==> src/rtl/uart_irq_pkg.sv <==
// Package: shared bit positions, register addresses and event bundle for
// the UART interrupt controller. Positions here are behaviour: software
// decodes them, so they are fixed rather than parameters.
package uart_irq_pkg;

    localparam int STICKY_W    = 13;  // sticky status / active mask width
    localparam int LIVE_W      = 14;  // live status word width
    localparam int LIVE_SHARED = 5;   // live bits 0..4 copy straight into sticky

    localparam int B_RX_TRIG      = 0;
    localparam int B_RX_EMPTY     = 1;
    localparam int B_RX_FULL      = 2;
    localparam int B_TX_EMPTY     = 3;
    localparam int B_TX_FULL      = 4;
    localparam int B_RX_OVR       = 5;
    localparam int B_FRAME        = 6;
    localparam int B_PARITY       = 7;
    localparam int B_TIMEOUT      = 8;
    localparam int B_MODEM        = 9;
    localparam int B_TX_TRIG_STKY = 10;
    localparam int B_TX_OVR       = 12;
    localparam int B_TX_TRIG_LIVE = 13;

    typedef enum logic [2:0] {
        REG_MASK_SET = 3'd0,
        REG_MASK_CLR = 3'd1,
        REG_MASK     = 3'd2,
        REG_STICKY   = 3'd3,
        REG_LIVE     = 3'd4,
        REG_RX_TRIG  = 3'd5,
        REG_TX_TRIG  = 3'd6,
        REG_SPARE    = 3'd7
    } reg_addr_e;

    typedef struct packed {
        logic rx_ovr;
        logic frame;
        logic parity;
        logic timeout;
        logic modem;
        logic tx_ovr;
    } evt_t;

endpackage

==> src/rtl/uart_irq_live.sv <==
// Module: live status builder. Purely combinational; turns the FIFO counts
// and the trigger levels into the live status word.
// Assumes counts never exceed FIFO_DEPTH.
module uart_irq_live
    import uart_irq_pkg::*;
#(
    parameter int FIFO_DEPTH = 16,
    parameter int LVL_W      = 6,
    localparam int CNT_W     = $clog2(FIFO_DEPTH + 1)
) (
    input  logic [CNT_W-1:0]  rx_count,
    input  logic [CNT_W-1:0]  tx_count,
    input  logic [LVL_W-1:0]  rx_trig,
    input  logic [LVL_W-1:0]  tx_trig,
    output logic [LIVE_W-1:0] live
);
    localparam int CMP_W = ((CNT_W > LVL_W) ? CNT_W : LVL_W) + 1;
    localparam logic [CNT_W-1:0] FULL_CNT = CNT_W'(FIFO_DEPTH);

    // Compare counts and triggers at a common width, then place each flag.
    always_comb begin
        live                 = '0;
        live[B_RX_TRIG]      = CMP_W'(rx_count) >= CMP_W'(rx_trig);
        live[B_RX_EMPTY]     = (rx_count == '0);
        live[B_RX_FULL]      = (rx_count == FULL_CNT);
        live[B_TX_EMPTY]     = (tx_count == '0);
        live[B_TX_FULL]      = (tx_count == FULL_CNT);
        live[B_TX_TRIG_LIVE] = CMP_W'(tx_count) >= CMP_W'(tx_trig);
    end
endmodule

==> src/rtl/uart_irq_trig_regs.sv <==
// Module: holder for the two trigger-level registers. Each one loads the
// low LVL_W bits of a write to its address and resets to LVL_RESET.
module uart_irq_trig_regs
    import uart_irq_pkg::*;
#(
    parameter int LVL_W     = 6,
    parameter int LVL_RESET = 32
) (
    input  logic             clk,
    input  logic             rst_n,
    input  logic             wr_en,
    input  logic [2:0]       wr_addr,
    input  logic [LVL_W-1:0] wr_lvl,
    output logic [LVL_W-1:0] rx_trig,
    output logic [LVL_W-1:0] tx_trig
);
    // Load a trigger level on a write to its address.
    always_ff @(posedge clk) begin
        if (!rst_n) begin
            rx_trig <= LVL_W'(LVL_RESET);
            tx_trig <= LVL_W'(LVL_RESET);
        end else if (wr_en) begin
            if (wr_addr == REG_RX_TRIG) rx_trig <= wr_lvl;
            if (wr_addr == REG_TX_TRIG) tx_trig <= wr_lvl;
        end
    end
endmodule

==> src/rtl/uart_irq_sticky.sv <==
// Module: the mask and sticky status registers. The mask changes only
// through the set and clear addresses. Sticky bits are write-one-to-clear,
// and a set source outranks a clear arriving in the same cycle.
module uart_irq_sticky
    import uart_irq_pkg::*;
#(
    parameter int DATA_W = 32
) (
    input  logic                clk,
    input  logic                rst_n,
    input  logic                wr_en,
    input  logic [2:0]          wr_addr,
    input  logic [DATA_W-1:0]   wr_data,
    input  logic [LIVE_W-1:0]   live,
    input  evt_t                evt,
    output logic [DATA_W-1:0]   mask_q,
    output logic [STICKY_W-1:0] sticky_q
);
    logic [STICKY_W-1:0] set_vec;
    logic [STICKY_W-1:0] clr_vec;

    // Collect every hardware set source at its sticky position.
    always_comb begin
        set_vec = '0;
        for (int b = 0; b < LIVE_SHARED; b++) set_vec[b] = live[b];
        set_vec[B_TX_TRIG_STKY] = live[B_TX_TRIG_LIVE];
        set_vec[B_RX_OVR]       = evt.rx_ovr;
        set_vec[B_FRAME]        = evt.frame;
        set_vec[B_PARITY]       = evt.parity;
        set_vec[B_TIMEOUT]      = evt.timeout;
        set_vec[B_MODEM]        = evt.modem;
        set_vec[B_TX_OVR]       = evt.tx_ovr;
    end

    // Software clear vector, active only for a write to the sticky address.
    assign clr_vec = (wr_en && wr_addr == REG_STICKY) ? wr_data[STICKY_W-1:0] : '0;

    // Update the sticky bits: clear first, then OR the sources in, so set wins.
    always_ff @(posedge clk) begin
        if (!rst_n) sticky_q <= '0;
        else        sticky_q <= (sticky_q & ~clr_vec) | set_vec;
    end

    // Update the mask through its set and clear addresses only.
    always_ff @(posedge clk) begin
        if (!rst_n) begin
            mask_q <= '0;
        end else if (wr_en) begin
            if (wr_addr == REG_MASK_SET)      mask_q <= mask_q | wr_data;
            else if (wr_addr == REG_MASK_CLR) mask_q <= mask_q & ~wr_data;
        end
    end
endmodule

==> src/rtl/uart_irq_ctrl.sv <==
// Module: top of the UART interrupt controller. Wires the live builder,
// the trigger registers and the sticky/mask registers together, provides
// a combinational read mux, and drives irq from the registered mask and
// sticky state. Assumes at most one register write per cycle.
module uart_irq_ctrl
    import uart_irq_pkg::*;
#(
    parameter int FIFO_DEPTH = 16,
    parameter int LVL_W      = 6,
    parameter int LVL_RESET  = 32,
    parameter int DATA_W     = 32,
    localparam int CNT_W     = $clog2(FIFO_DEPTH + 1)
) (
    input  logic              clk,
    input  logic              rst_n,
    input  logic              wr_en,
    input  logic [2:0]        wr_addr,
    input  logic [DATA_W-1:0] wr_data,
    input  logic [2:0]        rd_addr,
    output logic [DATA_W-1:0] rd_data,
    input  logic [CNT_W-1:0]  rx_count,
    input  logic [CNT_W-1:0]  tx_count,
    input  logic              ev_rx_ovr,
    input  logic              ev_frame,
    input  logic              ev_parity,
    input  logic              ev_timeout,
    input  logic              ev_modem,
    input  logic              ev_tx_ovr,
    output logic              irq
);
    logic [LVL_W-1:0]    rx_trig;
    logic [LVL_W-1:0]    tx_trig;
    logic [LIVE_W-1:0]   live;
    logic [DATA_W-1:0]   mask_q;
    logic [STICKY_W-1:0] sticky_q;
    evt_t                evt;

    assign evt = '{rx_ovr: ev_rx_ovr, frame: ev_frame, parity: ev_parity,
                   timeout: ev_timeout, modem: ev_modem, tx_ovr: ev_tx_ovr};

    uart_irq_live #(.FIFO_DEPTH(FIFO_DEPTH), .LVL_W(LVL_W)) live_i (
        .rx_count (rx_count),
        .tx_count (tx_count),
        .rx_trig  (rx_trig),
        .tx_trig  (tx_trig),
        .live     (live)
    );

    uart_irq_trig_regs #(.LVL_W(LVL_W), .LVL_RESET(LVL_RESET)) trig_i (
        .clk     (clk),
        .rst_n   (rst_n),
        .wr_en   (wr_en),
        .wr_addr (wr_addr),
        .wr_lvl  (wr_data[LVL_W-1:0]),
        .rx_trig (rx_trig),
        .tx_trig (tx_trig)
    );

    uart_irq_sticky #(.DATA_W(DATA_W)) sticky_i (
        .clk      (clk),
        .rst_n    (rst_n),
        .wr_en    (wr_en),
        .wr_addr  (wr_addr),
        .wr_data  (wr_data),
        .live     (live),
        .evt      (evt),
        .mask_q   (mask_q),
        .sticky_q (sticky_q)
    );

    // Raise irq when an enabled sticky bit is set.
    assign irq = |(mask_q[STICKY_W-1:0] & sticky_q);

    // Select the register named by rd_addr.
    always_comb begin
        rd_data = '0;
        case (rd_addr)
            REG_MASK:    rd_data = mask_q;
            REG_STICKY:  rd_data = DATA_W'(sticky_q);
            REG_LIVE:    rd_data = DATA_W'(live);
            REG_RX_TRIG: rd_data = DATA_W'(rx_trig);
            REG_TX_TRIG: rd_data = DATA_W'(tx_trig);
            default:     rd_data = '0;
        endcase
    end
endmodule

==> config.mk <==
export PLATFORM = sky130hd
export DESIGN_NAME = uart_irq_ctrl
export DESIGN_NICKNAME = d
export VERILOG_FILES = /design/src/rtl/uart_irq_pkg.sv /design/src/rtl/uart_irq_live.sv /design/src/rtl/uart_irq_trig_regs.sv /design/src/rtl/uart_irq_sticky.sv /design/src/rtl/uart_irq_ctrl.sv
export SDC_FILE = /design/constraint.sdc
export NUM_CORES = 1
export LEC_CHECK = 0
export ABC_AREA = 1
export BUFFER_PORTS_ARGS = -buffer_cell sky130_fd_sc_hd__buf_2
export CAP_MARGIN = 20
export CELL_PAD_IN_SITES_DETAIL_PLACEMENT = 0
export CELL_PAD_IN_SITES_GLOBAL_PLACEMENT = 2
export CORE_MARGIN = 5
export CORE_UTILIZATION = 25
export CTS_BUF_LIST = sky130_fd_sc_hd__clkbuf_2 sky130_fd_sc_hd__clkbuf_4 sky130_fd_sc_hd__clkbuf_8
export CTS_CLUSTER_DIAMETER = 50
export DETAILED_ROUTE_END_ITERATION = 8
export PLACE_DENSITY = 0.78
export SKIP_LAST_GASP = 1
export SYNTH_ARGS = -nofsm -noshare
export SYNTH_HDL_FRONTEND = slang
export SYNTH_SLANG_ARGS = --single-unit
==> constraint.sdc <==
create_clock -name clk -period 1.2 [get_ports clk]
set_input_delay 0.06 -clock clk [delete_from_list [all_inputs] [get_ports clk]]
set_output_delay 0.06 -clock clk [all_outputs]
set_load 0.02 [all_outputs]
==> results.cfg <==
[grt]
grt_pass1_vias = 3516
grt_pass1_wl_mm = 16.9
grt_start_max_net_pins = 22
grtUsageTotal_pct = 14.4
grt.overflow.total = 0
grt_antenna_before_repair = 0

[placement]
gp_congestion = 0.843
post-place-ws_ns = -0.219
port_buffers = 89
hpwl_mm = 8.06
dp_cells = 802

[setup_path]
crit_type = reg2out
worstPathArrival_ns = 1.52
worstSetupStartpointType = flop
path_max_fanout = 2
critPathCaptureType = output port
cp.required_ns = 1.14

[pwr]
p_sw_share_pct = 26.7
p_int_mw = 3.38
p_comb_share_pct = 16.4
clkPwrFrac_pct = 40.0
p_sw_mw = 1.23
power_mw = 4.61
p_per_area_nw_per_um2 = 990
p_leak_nw = 2.38
p_seq_share_pct = 43.6
peakVddDrop_uv = 370

[layout]
nets = 729
stdcell_count = 839
area_delta_synth_final_pct = 45.5
final_cell_mix = nand2_1 (158), nor2_1 (97), buf_2 (78)
layout-drive-gt1-share_pct = 31.9
finish.utilization_pct = 37.0
regArea_um2 = 1170
layout_commonest_cell = nand2_1
multi_input_comb_area_um2 = 1780
fillers = 1415
diodes = 0

[timing]
fmax_mhz = 635
fin_crit_sh_pct = 131
max_slew_margin_pct = 72.9
slew_viol_final = 0
layout_min_cycle_time_ns = 1.58
hold_viol = 0
rsz0062_at_grt = yes
setup_ws_ns = -0.376
setup_viol = 9
worst_pin_slew_ns = 0.404
fin_skew_ns = 0.0116

[clock_network]
cts.reportedPaths.clkPinSlew_ns = 0.07
cts.sinks = 57
numCtsBuffers = 9
root_buffer = clkbuf_8
clk-insertion-delay-late_ns = 0.34
cts_tree = built
htree_num_levels = 3
clk_path_buf_depth = 2

[drt]
vias = 3553
drtPass1Iterations = 5
top_layer = met4
wl_met3_um = 570
drt_wl_total_mm = 10.8
drc = 0
wl_per_cell_um = 12.9
met1_length_mm = 4.89
drtIter0Drc = 153
wl_met2_mm = 5.26
antenna_left = 0
via_per_inst = 4.23

[floorplanning]
io_pins = 90
die_h_um = 123
rows = 41
initial_utilization_pct = 25.5
die-area_um2 = 15200
core-area_um2 = 12600
die_x_um = 123

[min_path]
hold_path_class = in2reg

[synthesis]
ys_seq_area_share_pct = 35.7
syn_nets = 594
syn_inst = 527
syn_avg_cell_area_um2 = 6.07
yosys_warnings = 0
synth_cell_types = 20
syn_area_um2 = 3200
ys_ff_latch = 57

[run_status]
violations = negative setup slack
status = complete, but fails checks

[job]
drv_cap = 0
[stage by stage]
stage	hold slack, ns	TNS, ns	cell area (um2)
6_report	0.0138	-1.67	4660
5_1_grt	0.0314	-2.44	4660
4_1_cts	0.00155	-1.86	4580
3_5_place_dp	0.304	-0.497	4030
3_3_place_gp	0.297	-0.443	4030
2_1_floorplan	0.190	0	3200
[per-layer routing]
| layer | vias to the layer above | GRT usage [%] |
|---|---|---|
| li1 | 1858 | - |
| met1 | 1604 | 18.9 |
| met2 | 82 | 24.3 |
| met3 | 9 | 2.10 |
| met4 | 0 | 4.57 |
| met5 | - | 0 |
[timing repair]
| item | CTS | global route |
|---|---|---|
| resized for setup | 58 | 28 |
| setup endpoints to repair | 11 | 15 |
| setup buffers | 8 | 0 |
| hold buffers | 13 | 0 |
| endpoints found under the hold margin | 9 | 0 |
| pin swaps | 22 | 18 |
[final timing paths]
path                        start              endpoint  slack [ns]  cells past startpoint
max             trig_i.rx_trig[4]            rd_data[0]       -0.38                      9
min                    wr_data[5]     trig_i.rx_trig[5]        0.01                      3
max reg2reg     trig_i.rx_trig[4]  sticky_i.sticky_q[0]       -0.21                     11
min reg2reg  sticky_i.sticky_q[7]  sticky_i.sticky_q[7]        0.48                      2
[critical path, stage by stage, from the launching register on]
cell and delay [ns]:
dfxtp_2 0.32, inv_2 0.05, ha_4 0.27, nand2_2 0.05, nor2_2 0.10, nand2_1 0.08, nand2_1 0.06, nand2_1 0.06
nand2_2 0.08, buf_6 0.12
[power groups by stage]
stage / clock (mW) / combinational [mW] / sequential [mW]
after global routing: 2.00 / 0.853 / 2.02
after CTS: 1.91 / 0.738 / 2.01
after detailed placement: 0 / 0.644 / 2.05
after global placement: 0 / 0.636 / 2.04
final: 1.85 / 0.756 / 2.01
after floorplan: 0 / 0.348 / 2.03
[Yosys cell counts]
cell      count  area share, %
a21boi_0      2           0.47
a21oi_1      24            3.8
buf_1         3           0.35
buf_2         7            1.1
buf_6         4            1.4
clkbuf_8      1           0.43
clkinv_1      2           0.23
dfxtp_1      57             36
ha_1         10            3.9
inv_1        86             10
nand2_1     168             20
nand2_2      11            2.2
nand3_1      16            2.5
nand4_1       5           0.98
nor2_1      100             12
nor3_1        2           0.31
nor3b_4       1           0.59
o211ai_1      2           0.47
o21ai_0      24            3.8
o22ai_1       2           0.39
[kinds of logic (layout without fill, tap and decap cells)]
logic type                 count (synthesis)  in the layout  synth area share, %
adders and majority gates                 10             10                 3.91
AOI/OAI and AO/OA                         54             54                 8.84
buffers and inverters                    103            243                 13.6
and+or+nand+nor                          303            303                 38.0
DFF                                       57             57                 35.7
[cell type report]
class,count,share of cell area [%]
clock inverters,3,0.860
flip-flops and latches,57,25.2
inverters,88,7.09
multi-input cells,367,38.2
clock buffers,13,3.44
repair buffers,139,20.6
well taps,172,4.62
Power figures use the tool's default switching activity.
